$ cat src/rtl/tpoll_pkg.sv
package tpoll_pkg;
  typedef enum logic [2:0] {
    ST_IDLE    = 3'd0,
    ST_POLL    = 3'd1,
    ST_CONFIRM = 3'd2,
    ST_RSTCMD  = 3'd3,
    ST_FINISH  = 3'd4
  } tpoll_state_e;
endpackage

$ cat src/rtl/tpoll_tracker.sv
// Holds the status bit of the previous read and flags a change.
module tpoll_tracker (
  input  logic clk,
  input  logic rst_n,
  input  logic clr_i,
  input  logic smp_i,
  input  logic bit_i,
  output logic primed_o,
  output logic tog_o
);
  logic prev_q, prev_d;
  logic primed_q, primed_d;

  always_comb begin
    prev_d   = prev_q;
    primed_d = primed_q;
    if (clr_i) begin
      primed_d = 1'b0;
    end else if (smp_i) begin
      prev_d   = bit_i;
      primed_d = 1'b1;
    end
  end

  always_ff @(posedge clk or negedge rst_n) begin
    if (!rst_n) begin
      prev_q   <= 1'b0;
      primed_q <= 1'b0;
    end else begin
      prev_q   <= prev_d;
      primed_q <= primed_d;
    end
  end

  assign primed_o = primed_q;
  assign tog_o    = bit_i ^ prev_q;
endmodule

$ cat src/rtl/tpoll_limit.sv
// Counts normal poll reads and flags the last one allowed.
module tpoll_limit #(
  parameter int MAX_POLLS = 1024
) (
  input  logic clk,
  input  logic rst_n,
  input  logic clr_i,
  input  logic inc_i,
  output logic last_o
);
  localparam int CW = $clog2(MAX_POLLS + 1);
  localparam logic [CW-1:0] LAST_CNT = CW'(MAX_POLLS - 1);

  logic [CW-1:0] cnt_q, cnt_d;

  always_comb begin
    cnt_d = cnt_q;
    if (clr_i)      cnt_d = '0;
    else if (inc_i) cnt_d = cnt_q + CW'(1);
  end

  always_ff @(posedge clk or negedge rst_n) begin
    if (!rst_n) cnt_q <= '0;
    else        cnt_q <= cnt_d;
  end

  assign last_o = (cnt_q == LAST_CNT);
endmodule

$ cat src/rtl/tpoll_fsm.sv
// Sequencing of polls, confirmation read, reset write and completion.
module tpoll_fsm
  import tpoll_pkg::*;
#(
  parameter bit RST_ON_FAIL = 1'b1
) (
  input  logic         clk,
  input  logic         rst_n,
  input  logic         start_i,
  input  logic         rd_ack_i,
  input  logic         wr_ack_i,
  input  logic         primed_i,
  input  logic         tog_i,
  input  logic         err_i,
  input  logic         last_i,
  output tpoll_state_e state_o,
  output logic         accept_o,
  output logic         smp_o,
  output logic         poll_rd_o,
  output logic         pass_o
);
  localparam tpoll_state_e FAIL_ST = RST_ON_FAIL ? ST_RSTCMD : ST_FINISH;

  tpoll_state_e st_q, st_d;
  logic pass_q, pass_d;

  assign accept_o  = (st_q == ST_IDLE) && start_i;
  assign poll_rd_o = (st_q == ST_POLL) && rd_ack_i;
  assign smp_o     = rd_ack_i && ((st_q == ST_POLL) || (st_q == ST_CONFIRM));

  always_comb begin
    st_d   = st_q;
    pass_d = pass_q;
    unique case (st_q)
      ST_IDLE: begin
        if (start_i) begin
          st_d   = ST_POLL;
          pass_d = 1'b0;
        end
      end
      ST_POLL: begin
        if (rd_ack_i && primed_i) begin
          if (!tog_i) begin
            st_d   = ST_FINISH;
            pass_d = 1'b1;
          end else if (err_i) begin
            st_d = ST_CONFIRM;
          end else if (last_i) begin
            st_d = FAIL_ST;
          end
        end
      end
      ST_CONFIRM: begin
        if (rd_ack_i) begin
          if (tog_i) begin
            st_d = FAIL_ST;
          end else begin
            st_d   = ST_FINISH;
            pass_d = 1'b1;
          end
        end
      end
      ST_RSTCMD: begin
        if (wr_ack_i) st_d = ST_FINISH;
      end
      ST_FINISH: st_d = ST_IDLE;
      default:   st_d = ST_IDLE;
    endcase
  end

  always_ff @(posedge clk or negedge rst_n) begin
    if (!rst_n) begin
      st_q   <= ST_IDLE;
      pass_q <= 1'b0;
    end else begin
      st_q   <= st_d;
      pass_q <= pass_d;
    end
  end

  assign state_o = st_q;
  assign pass_o  = pass_q;
endmodule

$ cat src/rtl/toggle_poll_ctrl.sv
module toggle_poll_ctrl
  import tpoll_pkg::*;
#(
  parameter int          AW          = 16,
  parameter int          DW          = 8,
  parameter int          TOG_BIT     = 6,
  parameter int          ERR_BIT     = 5,
  parameter int          MAX_POLLS   = 1024,
  parameter bit          RST_ON_FAIL = 1'b1,
  parameter logic [7:0]  RST_CMD     = 8'hF0
) (
  input  logic          clk,
  input  logic          rst_n,
  input  logic          start_i,
  input  logic [AW-1:0] addr_i,
  output logic          busy_o,
  output logic          done_o,
  output logic          pass_o,
  output logic          rd_req_o,
  output logic [AW-1:0] rd_addr_o,
  input  logic          rd_ack_i,
  input  logic [DW-1:0] rd_data_i,
  output logic          wr_req_o,
  output logic [AW-1:0] wr_addr_o,
  output logic [DW-1:0] wr_data_o,
  input  logic          wr_ack_i
);
  tpoll_state_e  state;
  logic          accept, smp, poll_rd;
  logic          primed, tog, last;
  logic [AW-1:0] tgt_q, tgt_d;

  always_comb begin
    tgt_d = tgt_q;
    if (accept) tgt_d = addr_i;
  end

  always_ff @(posedge clk or negedge rst_n) begin
    if (!rst_n) tgt_q <= '0;
    else        tgt_q <= tgt_d;
  end

  tpoll_fsm #(.RST_ON_FAIL(RST_ON_FAIL)) u_fsm (
    .clk      (clk),
    .rst_n    (rst_n),
    .start_i  (start_i),
    .rd_ack_i (rd_ack_i),
    .wr_ack_i (wr_ack_i),
    .primed_i (primed),
    .tog_i    (tog),
    .err_i    (rd_data_i[ERR_BIT]),
    .last_i   (last),
    .state_o  (state),
    .accept_o (accept),
    .smp_o    (smp),
    .poll_rd_o(poll_rd),
    .pass_o   (pass_o)
  );

  tpoll_tracker u_trk (
    .clk     (clk),
    .rst_n   (rst_n),
    .clr_i   (accept),
    .smp_i   (smp),
    .bit_i   (rd_data_i[TOG_BIT]),
    .primed_o(primed),
    .tog_o   (tog)
  );

  tpoll_limit #(.MAX_POLLS(MAX_POLLS)) u_lim (
    .clk   (clk),
    .rst_n (rst_n),
    .clr_i (accept),
    .inc_i (poll_rd),
    .last_o(last)
  );

  assign busy_o    = (state != ST_IDLE);
  assign done_o    = (state == ST_FINISH);
  assign rd_req_o  = (state == ST_POLL) || (state == ST_CONFIRM);
  assign rd_addr_o = tgt_q;

  generate
    if (RST_ON_FAIL) begin : g_rstwr
      assign wr_req_o  = (state == ST_RSTCMD);
      assign wr_addr_o = tgt_q;
      assign wr_data_o = DW'(RST_CMD);
    end else begin : g_nowr
      assign wr_req_o  = 1'b0;
      assign wr_addr_o = '0;
      assign wr_data_o = '0;
    end
  endgenerate
endmodule

$ cat config.mk
export PLATFORM = sky130hd
export DESIGN_NAME = toggle_poll_ctrl
export DESIGN_NICKNAME = d
export VERILOG_FILES = /design/src/rtl/tpoll_pkg.sv /design/src/rtl/tpoll_tracker.sv /design/src/rtl/tpoll_limit.sv /design/src/rtl/tpoll_fsm.sv /design/src/rtl/toggle_poll_ctrl.sv
export SDC_FILE = /design/constraint.sdc
export NUM_CORES = 1
export LEC_CHECK = 0
export CELL_PAD_IN_SITES_DETAIL_PLACEMENT = 1
export CELL_PAD_IN_SITES_GLOBAL_PLACEMENT = 1
export CORE_ASPECT_RATIO = 1.4
export CORE_UTILIZATION = 45
export DETAILED_ROUTE_END_ITERATION = 6
export DONT_BUFFER_PORTS = 1
export PLACE_DENSITY_LB_ADDON = 0.1
export SLEW_MARGIN = 25
export SYNTH_ARGS = -nofsm -noshare
export SYNTH_HDL_FRONTEND = slang
export SYNTH_SLANG_ARGS = --single-unit
$ cat constraint.sdc
create_clock -name clk -period 1.8 [get_ports clk]
set_input_delay 0.18 -clock clk [delete_from_list [all_inputs] [get_ports clk]]
set_output_delay 0.18 -clock clk [all_outputs]
set_load 0.02 [all_outputs]
; ---- After elaboration in Yosys (flattened, before gate mapping)
; Index checks and enable logic that the tools add are counted.
; Widths: inputs -> output; s select.
[totals]
out_inout_bits = 45
input_bits = 29
reg_bits = 33
elab_cells = 50
[op_classes]
mux = 18
n_reduce_logical = 13
bitwise_logic = 2
n_eq_ne = 10
n_addsub = 1
[ops]
columns = op, n
row1 = $mux 3, 8
row2 = $mux 11, 2
row3 = $pmux 3 s4, 1
row4 = $add 11x1->11 const B, 1
row5 = $eq 11x10->1 const B, 1
row6 = $eq 3x2->1 const B, 2
row7 = $mux 1, 6
row8 = $reduce_bool 3->1, 2
row9 = $reduce_and 5->1, 1
row10 = $logic_and 1x1->1, 4
row11 = $ne 2x1->1 const B, 2
row12 = $ne 2x2->1 const B, 2
row13 = $ne 4x4->1 const B, 1
row14 = $reduce_and 4->1, 1
row15 = $reduce_bool 2->1, 2
row16 = $eq 3x1->1 const B, 1
row17 = $eq 3x3->1 const B, 1
row18 = $logic_not 3->1, 1
row19 = $pmux 1 s3, 1
row20 = $reduce_and 2->1, 1
row21 = $logic_or 1x1->1, 1
row22 = $not 1->1, 1
row23 = $xor 1x1->1, 1

; ---- Longest topological paths before layout
; Gate-level depths: netlist of the first run.
[logic_depth]
depth_word = 6
depth_mapped = 6
mapped_depth_nobuf = 5

; ---- Modules after synthesis
; A second synthesis of the first run with hierarchy kept.
[unflattened]
cells_unflattened = 168
hier_area_um2 = 1860.5
[modules_own_cells]
columns = module, area_per_inst_um2, cells_per_inst, instances, seq_area_each_um2
row1 = toggle_poll_ctrl, 870.8, 66, 1, 400.4
row2 = tpoll_limit, 555.5, 56, 1, 275.3
row3 = tpoll_fsm, 339.1, 39, 1, 100.1
row4 = tpoll_tracker, 95.1, 7, 1, 50.0

; ---- Worst setup path after synthesis of the first run
; Ideal clock, no wire load.
[synth_path]
kind = reg2reg
startpoint = reg u_fsm.st_q[2] (netlist: u_fsm.state_o[2])
endpoint = reg tgt_q[0] (netlist: rd_addr_o[0])
n_path_buf = 2
stages_incl_launch_ff = 6
path_slack_ns = 0.133
setup_time_ns = 0.125
arrival_time_ns = 1.542
path_cell_list = dfrtp_1 -> buf_6 -> or3_4 -> nor2_8 -> buf_12 -> mux2_4
[synth_between]
elab_chain_len = 2
[synth_lines]
columns = item, line
row1 = "start, declared", tpoll_fsm.sv:24  ; tpoll_state_e st_q, st_d;
row2 = "start signal, assigned", tpoll_fsm.sv:76  ; st_q <= st_d;
row3 = $logic_not 3->1, tpoll_fsm.sv:27  ; assign accept_o = (st_q == ST_IDLE) && start_i;
row4 = $logic_and 1x1->1, tpoll_fsm.sv:27
row5 = "end signal, assigned", toggle_poll_ctrl.sv:40  ; else tgt_q <= tgt_d;
row6 = "end, declared", toggle_poll_ctrl.sv:31  ; logic [AW-1:0] tgt_q, tgt_d;
; No other way between the ends.
; A chain may end at the register's enable or synchronous reset.

; ---- Worst setup path in the final report of the first run
[layout_path]
startpoint = reg u_fsm.st_q[0] (netlist: u_fsm.state_o[0])
endpoint = reg tgt_q[12] (netlist: rd_addr_o[12])
; The elaborated chain is that of the path after synthesis.

==> key figures, run 1 <==
Die
  – Die Ht: 76.5 um
  – Die width: 55.2 um
  – FP Rows: 26
  – Starting Density: 0.481
  – Ports: 74
  – Core area: 0.00371 mm2
  – Die area: 0.00423 mm2

Layout
  – Non-Filler Instances: roughly 190
  – ANT cells: 0
  – Net count, final: 179
  – Post-Layout Inst Area: 0.00180 mm2
  – Layout area overhead: 0.771%
  – Share of cells above drive strength 1: 0.262
  – Layout fillers: 384

Global routing
  – Initial antenna violation count: 0
  – Vias in the first global route: 1126
  – Largest net degree at the start of global routing: 34
  – First-pass GRT wire length: 5.14 mm
  – All-Layer GR Usage: 0.158
  – Total grt overflow: 0

Setup path
  – Crit path cell chain: or3_4 > nor2_8 > mux2_2
  – R2R depth: 3
  – Crit. End Element: flip-flop
  – Crit-path max cell delay: just over 400 ps
  – R2r setup slk: 150 ps
  – R2r endpoint: rd_addr_o[12]
  – Critical Path AT: 1810 ps
  – Crit-path max FO: 19
  – Slowest CP cell: or3_4
  – WP data required: 1960 ps
  – Setup Crit Path Kind: reg2reg
  – Reg-to-Reg Start: u_fsm.state_o[0]
  – Crit path launch type: flip-flop

Power
  – Sequential share of power: 0.519
  – Switching Share: 0.440
  – VDD IR-drop max: between 1 and 1.5 mV
  – Int Power: 1.84 mW
  – Leak Pwr: a little over 0.8 nW
  – Pwr Density: roughly 1800 mW/mm2
  – Clock share of power: 0.165
  – Switching power: 1.45 mW
  – Comb pwr share: 0.317

Job
  – Maximum capacitance violations: 0

Routing
  – Final ANT Viol Nets: 0
  – Initial DRC count: 26
  – First-pass DRT Iterations: 3
  – DRC: 0
  – Final wirelength: 3.04 mm
  – Routed len/inst: approximately 16 um
  – Via Count: about 1000
  – Via density: 5.48

Min path
  – Hold path cells: 1
  – Hold Path Class: in2reg
  – Hold Startpoint: rd_data_i[6]
  – Hold Path End: u_trk.prev_q

Yosys
  – Ys async rst share: 1.00
  – Synth Flop Type: dfrtp_1
  – Synthesized area: 0.00179 mm2
  – Synth unique cells: 37
  – Area contributors post-synth: dfrtp_1, buf_4, mux2_4
  – Count leader, synth: dfrtp_1
  – Post-Syn Area per Cell: 11.5 um2
  – Post-Synthesis Cells: about 160
  – Seq cells post-synth: 33
  – Seq/Total Area, Yosys: 0.463
  – Yosys top cell area share: 0.463
  – Ys Warns: 0
  – Top cells by count, synth: dfrtp_1, buf_4, mux2_2
  – Area leader, netlist: dfrtp_1
  – Post-synth EDFFs: 0

Status
  – Status: finished, final reports clean

Placement
  – DP Wirelength: 2.18 mm
  – DP Area: ~0.0017 mm2
  – I/O Buffers: 0
  – RePlAce Congestion: 0.791
  – Dpl cells: 182

Timing
  – Setup violators final: 0
  – Setup TNS: 0 ps
  – Clock Skew: 8.00 ps
  – Crit share post-route: 0.919
  – Fin. max-slew vios: 0
  – Final hold viol count: 0
  – Fmax: 604 MHz
  – Min Tclk post-route: 1650 ps
  – RSZ-0062 raised after global routing: no

Clocking
  – CTS Root Cell: clkbuf_8
  – Clock sink total: 33
  – Cts repair resizes: 0
  – CTS H-tree lvls: 2
  – CTS tree: built
  – Worst-path clk slew: 60 ps
  – Worst-Skew Late Latency: approximately 280 ps
  – Max Buffers Root-to-Sink: 2
  – Num CTS Buffers: 5
-- power by group through the flow --
stage,logic [mW],registers [mW],clock network [mW]
2_1_floorplan,1.41,1.43,0
3_3_place_gp,1.01,1.72,0
3_5_place_dp,1.03,1.73,0
4_1_cts,1.06,1.72,0.569
5_1_grt,1.14,1.75,0.601
6_report,1.04,1.71,0.541
-- registers in the layout (all words and copies together), names as in the netlist --
| register | cells |
|---|---|
| u_trk.primed_o | 1 |
| u_lim.cnt_q | 11 |
| rd_addr_o | 16 |
| u_fsm.pass_o | 1 |
| u_fsm.state_o | 3 |
| u_trk.prev_q | 1 |
-- cell usage in the layout, fill, tap and decap left out, types with 2 or more instances in the layout --
| master | Yosys | final |
|---|---|---|
| o21ai_0 | 5 | 5 |
| nand4_1 | 3 | 3 |
| mux2_4 | 9 | 9 |
| nor2_1 | 8 | 8 |
| xor2_1 | 4 | 4 |
| mux2_2 | 10 | 10 |
| conb_1 | 2 | 8 |
| or3_1 | 4 | 4 |
| nand3_1 | 3 | 3 |
| nand2_1 | 6 | 6 |
| dfrtp_1 | 33 | 33 |
| inv_1 | 5 | 5 |
| nand3b_1 | 2 | 2 |
| a21oi_1 | 9 | 9 |
| xnor2_1 | 3 | 3 |
| clkbuf_8 | 0 | 6 |
| buf_4 | 26 | 8 |
| o2bb2ai_1 | 2 | 2 |
-- metal layers --
layer	up-vias	GRT usage	wire (um)
li1	489	-	-
met4	0	0.0625	38
met5	-	0	0
met1	514	0.178	1270
met2	39	0.266	1530
met3	4	0.0611	202
-- stage by stage --
stage               power (mW)  hold slack [ps]  setup slack [ps]   util
finish                    3.29             45.3               145  0.485
CTS                       3.34             32.9               126  0.485
floorplan                 2.84             -116               133      -
detailed placement        2.76             -115               147  0.454
global placement          2.73             -115               170  0.454
global route              3.49             31.0              53.5  0.485
-- how the worst max path moves through the flow --
stage                startpoint        endpoint  slack, ps
4_1_cts        u_fsm.state_o[0]   rd_addr_o[12]        130
5_1_grt        u_fsm.state_o[0]  u_lim.cnt_q[9]         50
3_3_place_gp   u_fsm.state_o[2]    rd_addr_o[9]        170
6_report       u_fsm.state_o[0]   rd_addr_o[12]        150
3_5_place_dp   u_fsm.state_o[0]   rd_addr_o[12]        150
2_1_floorplan  u_fsm.state_o[2]    rd_addr_o[0]        130
-- cell type report --
type                       count  area, um2  area share
sequential                    33        826       0.459
multi-input combinational     94        726       0.403
timing repair buffer          10       90.1      0.0501
inverter                       5       18.8      0.0104
tap                           42       52.6      0.0292
clock buffer                   7       86.3      0.0480
-- logic make-up (layout without fill, tap and decap cells) --
logic type,after synthesis,count (layout),synth area share
buf+inv,34,22,0.144
flops,33,33,0.463
fa+ha+maj,1,1,0.00701
mux,19,19,0.139
compound gates,20,20,0.0666
other cells,2,8,0.00421
xor+xnor,7,7,0.0343
simple gates,39,39,0.143
-- what timing repair did --
item / in CTS / in global routing
buffers inserted: 0 / 0
endpoints found under the hold margin: 33 / 0
hold buffers: 2 / 0
-- worst max-delay path: cells and delay by family, from the launching register on --
| kind | cells | cell delay, ps |
|---|---|---|
| simple gates | 2 | 740 |
| flops | 1 | 400 |
| mux | 1 | 390 |
No activity file was read; power rests on OpenSTA's default activity.
==> inputs of run 2 (changes only) <==
==> constraint.sdc (replaced) <==
create_clock -name clk -period 1.9 [get_ports clk]
set_input_delay 0.19 -clock clk [delete_from_list [all_inputs] [get_ports clk]]
set_output_delay 0.19 -clock clk [all_outputs]
set_load 0.02 [all_outputs]
==> run 2 against run 1 <==
Effect of this change: clock skew fell by 3.4 ps; worst hold slack improved by 15 ps; worst setup slack improved by 72 ps; design area fell by 1.0%; non-clock buffer count fell by 2; die area did not move; critical path depth did not move; clock power fell by 9.6%.
==> key figures, run 2 (synthesized netlist as in run 1, its figures left out) <==
Status
  – Status: finished, final reports clean

Clocking
  – CTS Root Cell: clkbuf_8
  – Cts repair resizes: 0
  – CTS H-tree lvls: 2
  – Worst-path clk slew: roughly 60 ps
  – CTS tree: built
  – Num CTS Buffers: 5
  – Clock sink total: 33
  – Worst-Skew Late Latency: roughly 280 ps
  – Post-CTS setup buffers: 0
  – Max Buffers Root-to-Sink: 2
  – Cts hold-fix bufs: 2

Placement
  – DP Wirelength: 2.21 mm
  – RePlAce Congestion: just under 0.8
  – I/O Buffers: 0
  – Pre-CTS setup slack: 203 ps
  – DP Area: around 0.0017 mm2
  – Dpl cells: 180

Power
  – Int Power: 1.69 mW
  – Clock share of power: 0.160
  – Switching Share: 0.450
  – Leak Pwr: 0.796 nW
  – Sequential share of power: 0.525
  – VDD IR-drop max: around 1 mV
  – Comb pwr share: 0.316
  – Total power: 3.07 mW
  – Pwr Density: roughly 1700 mW/mm2
  – Switching power: 1.38 mW

Global routing
  – Top Usage Layer GRT: met2
  – Initial antenna violation count: 0
  – All-Layer GR Usage: 0.159
  – M3 GR Usage: 0.0543
  – First-pass GRT wire length: 5.30 mm
  – Global routing met1 resource utilization: 0.182
  – M2 GR Usage: 0.267
  – Largest net degree at the start of global routing: 34
  – Vias in the first global route: roughly 1100
  – Total grt overflow: 0

Routing
  – DRC: 0
  – Routed len/inst: 16.2 um
  – Final ANT Viol Nets: 0
  – Via density: around 5.6
  – Initial DRC count: 19
  – First-pass DRT Iterations: 3
  – Final wirelength: 3.08 mm
  – Via Count: roughly 1100

Layout
  – Net count, final: 177
  – Layout fillers: about 390
  – ANT cells: 0
  – Post-Layout Inst Area: about 0.0018 mm2
  – Max reg flops: 16
  – Most frequent cells in the layout: dfrtp_1, mux2_2, mux2_4, a21oi_1
  – Most common cell after layout, fill and taps aside: dfrtp_1
  – Layout area overhead: -0.280%
  – Non-Filler Instances: 190
  – Final core occ: 0.480
  – Share of cells above drive strength 1: 0.257

Setup path
  – Critical Path AT: 1840 ps
  – Crit-path max cell delay: ~460 ps
  – Slowest CP cell: or3_4
  – Crit-path max FO: 19
  – Crit. End Element: flip-flop
  – Crit-path leading delay family: simple AND/OR/NAND/NOR gates
  – Setup Crit Path Kind: reg2reg
  – Crit path launch type: flip-flop
  – WP data required: 2060 ps
  – Crit path cell chain: or3_4 > nor2_8 > mux2_2
  – CP bufs+invs: 0
  – R2r setup slk: 220 ps

Die
  – Die area: 0.00423 mm2
  – FP Rows: 26
  – Core area: 0.00371 mm2
  – Die Ht: 76.5 um
  – Die width: 55.2 um
  – Starting Density: 0.481
  – Ports: between 70 and 80

Timing
  – Crit share post-route: 0.885
  – Fmax: 594 MHz
  – Final hold viol count: 0
  – Min Tclk post-route: about 1700 ps
  – RSZ-0062 raised after global routing: no
  – Setup violators final: 0
  – Fin. max-slew vios: 0
  – Min Hold Slack: 60.1 ps
  – Clock Skew: around 4.6 ps
  – Setup TNS: 0 ps
  – Setup WS post-layout: between 200 and 250 ps

Min path
  – Hold Path Class: in2reg

Job
  – Maximum capacitance violations: 0
## run 2: cell count changes in the layout (fill, tap and decap cells not counted)
cell and change:
buf_4 -2, clkinv_2 +2, clkbuf_8 -1
## run 2: worst paths after layout
| check | start | to | depth (start not counted) |
|---|---|---|---|
| max | u_fsm.state_o[2] | rd_addr_o[11] | 3 |
| min | addr_i[1] | rd_addr_o[1] | 1 |
| max reg2reg | u_fsm.state_o[2] | rd_addr_o[11] | 3 |
| min reg2reg | u_trk.primed_o | u_trk.primed_o | 2 |
| max in group asynchronous | rst_n | u_fsm.pass_o | 2 |
| min in group asynchronous | rst_n | u_lim.cnt_q[10] | 2 |
## run 2: worst reg2reg max path, stage by stage (launching register included)
cell and delay [ps]:
dfrtp_1 380, or3_4 460, nor2_8 340, mux2_2 380
## run 2: power groups by stage
stage / logic [mW] / registers (mW) / clock network, mW
final: 0.968 / 1.61 / 0.489
after global routing: 1.06 / 1.65 / 0.548
after CTS: 0.985 / 1.61 / 0.515
after detailed placement: 0.956 / 1.63 / 0
after global placement: 0.938 / 1.62 / 0
after floorplan: 1.34 / 1.35 / 0
## run 2: cell type report
type,instances,area [um2],share of cell area
clock buffer,6,72.6,0.0408
tap,42,52.6,0.0295
multi-input combinational,94,726,0.408
sequential,33,826,0.464
inverter,5,18.8,0.0105
clock inverter,2,10.0,0.00562
timing repair buffer,8,75.1,0.0422
## run 2: routing by layer
| layer | vias up | share of wire |
|---|---|---|
| met5 | - | 0 |
| met4 | 0 | 0.018 |
| met3 | 6 | 0.066 |
| met2 | 39 | 0.52 |
| met1 | 524 | 0.40 |
| li1 | 488 | - |
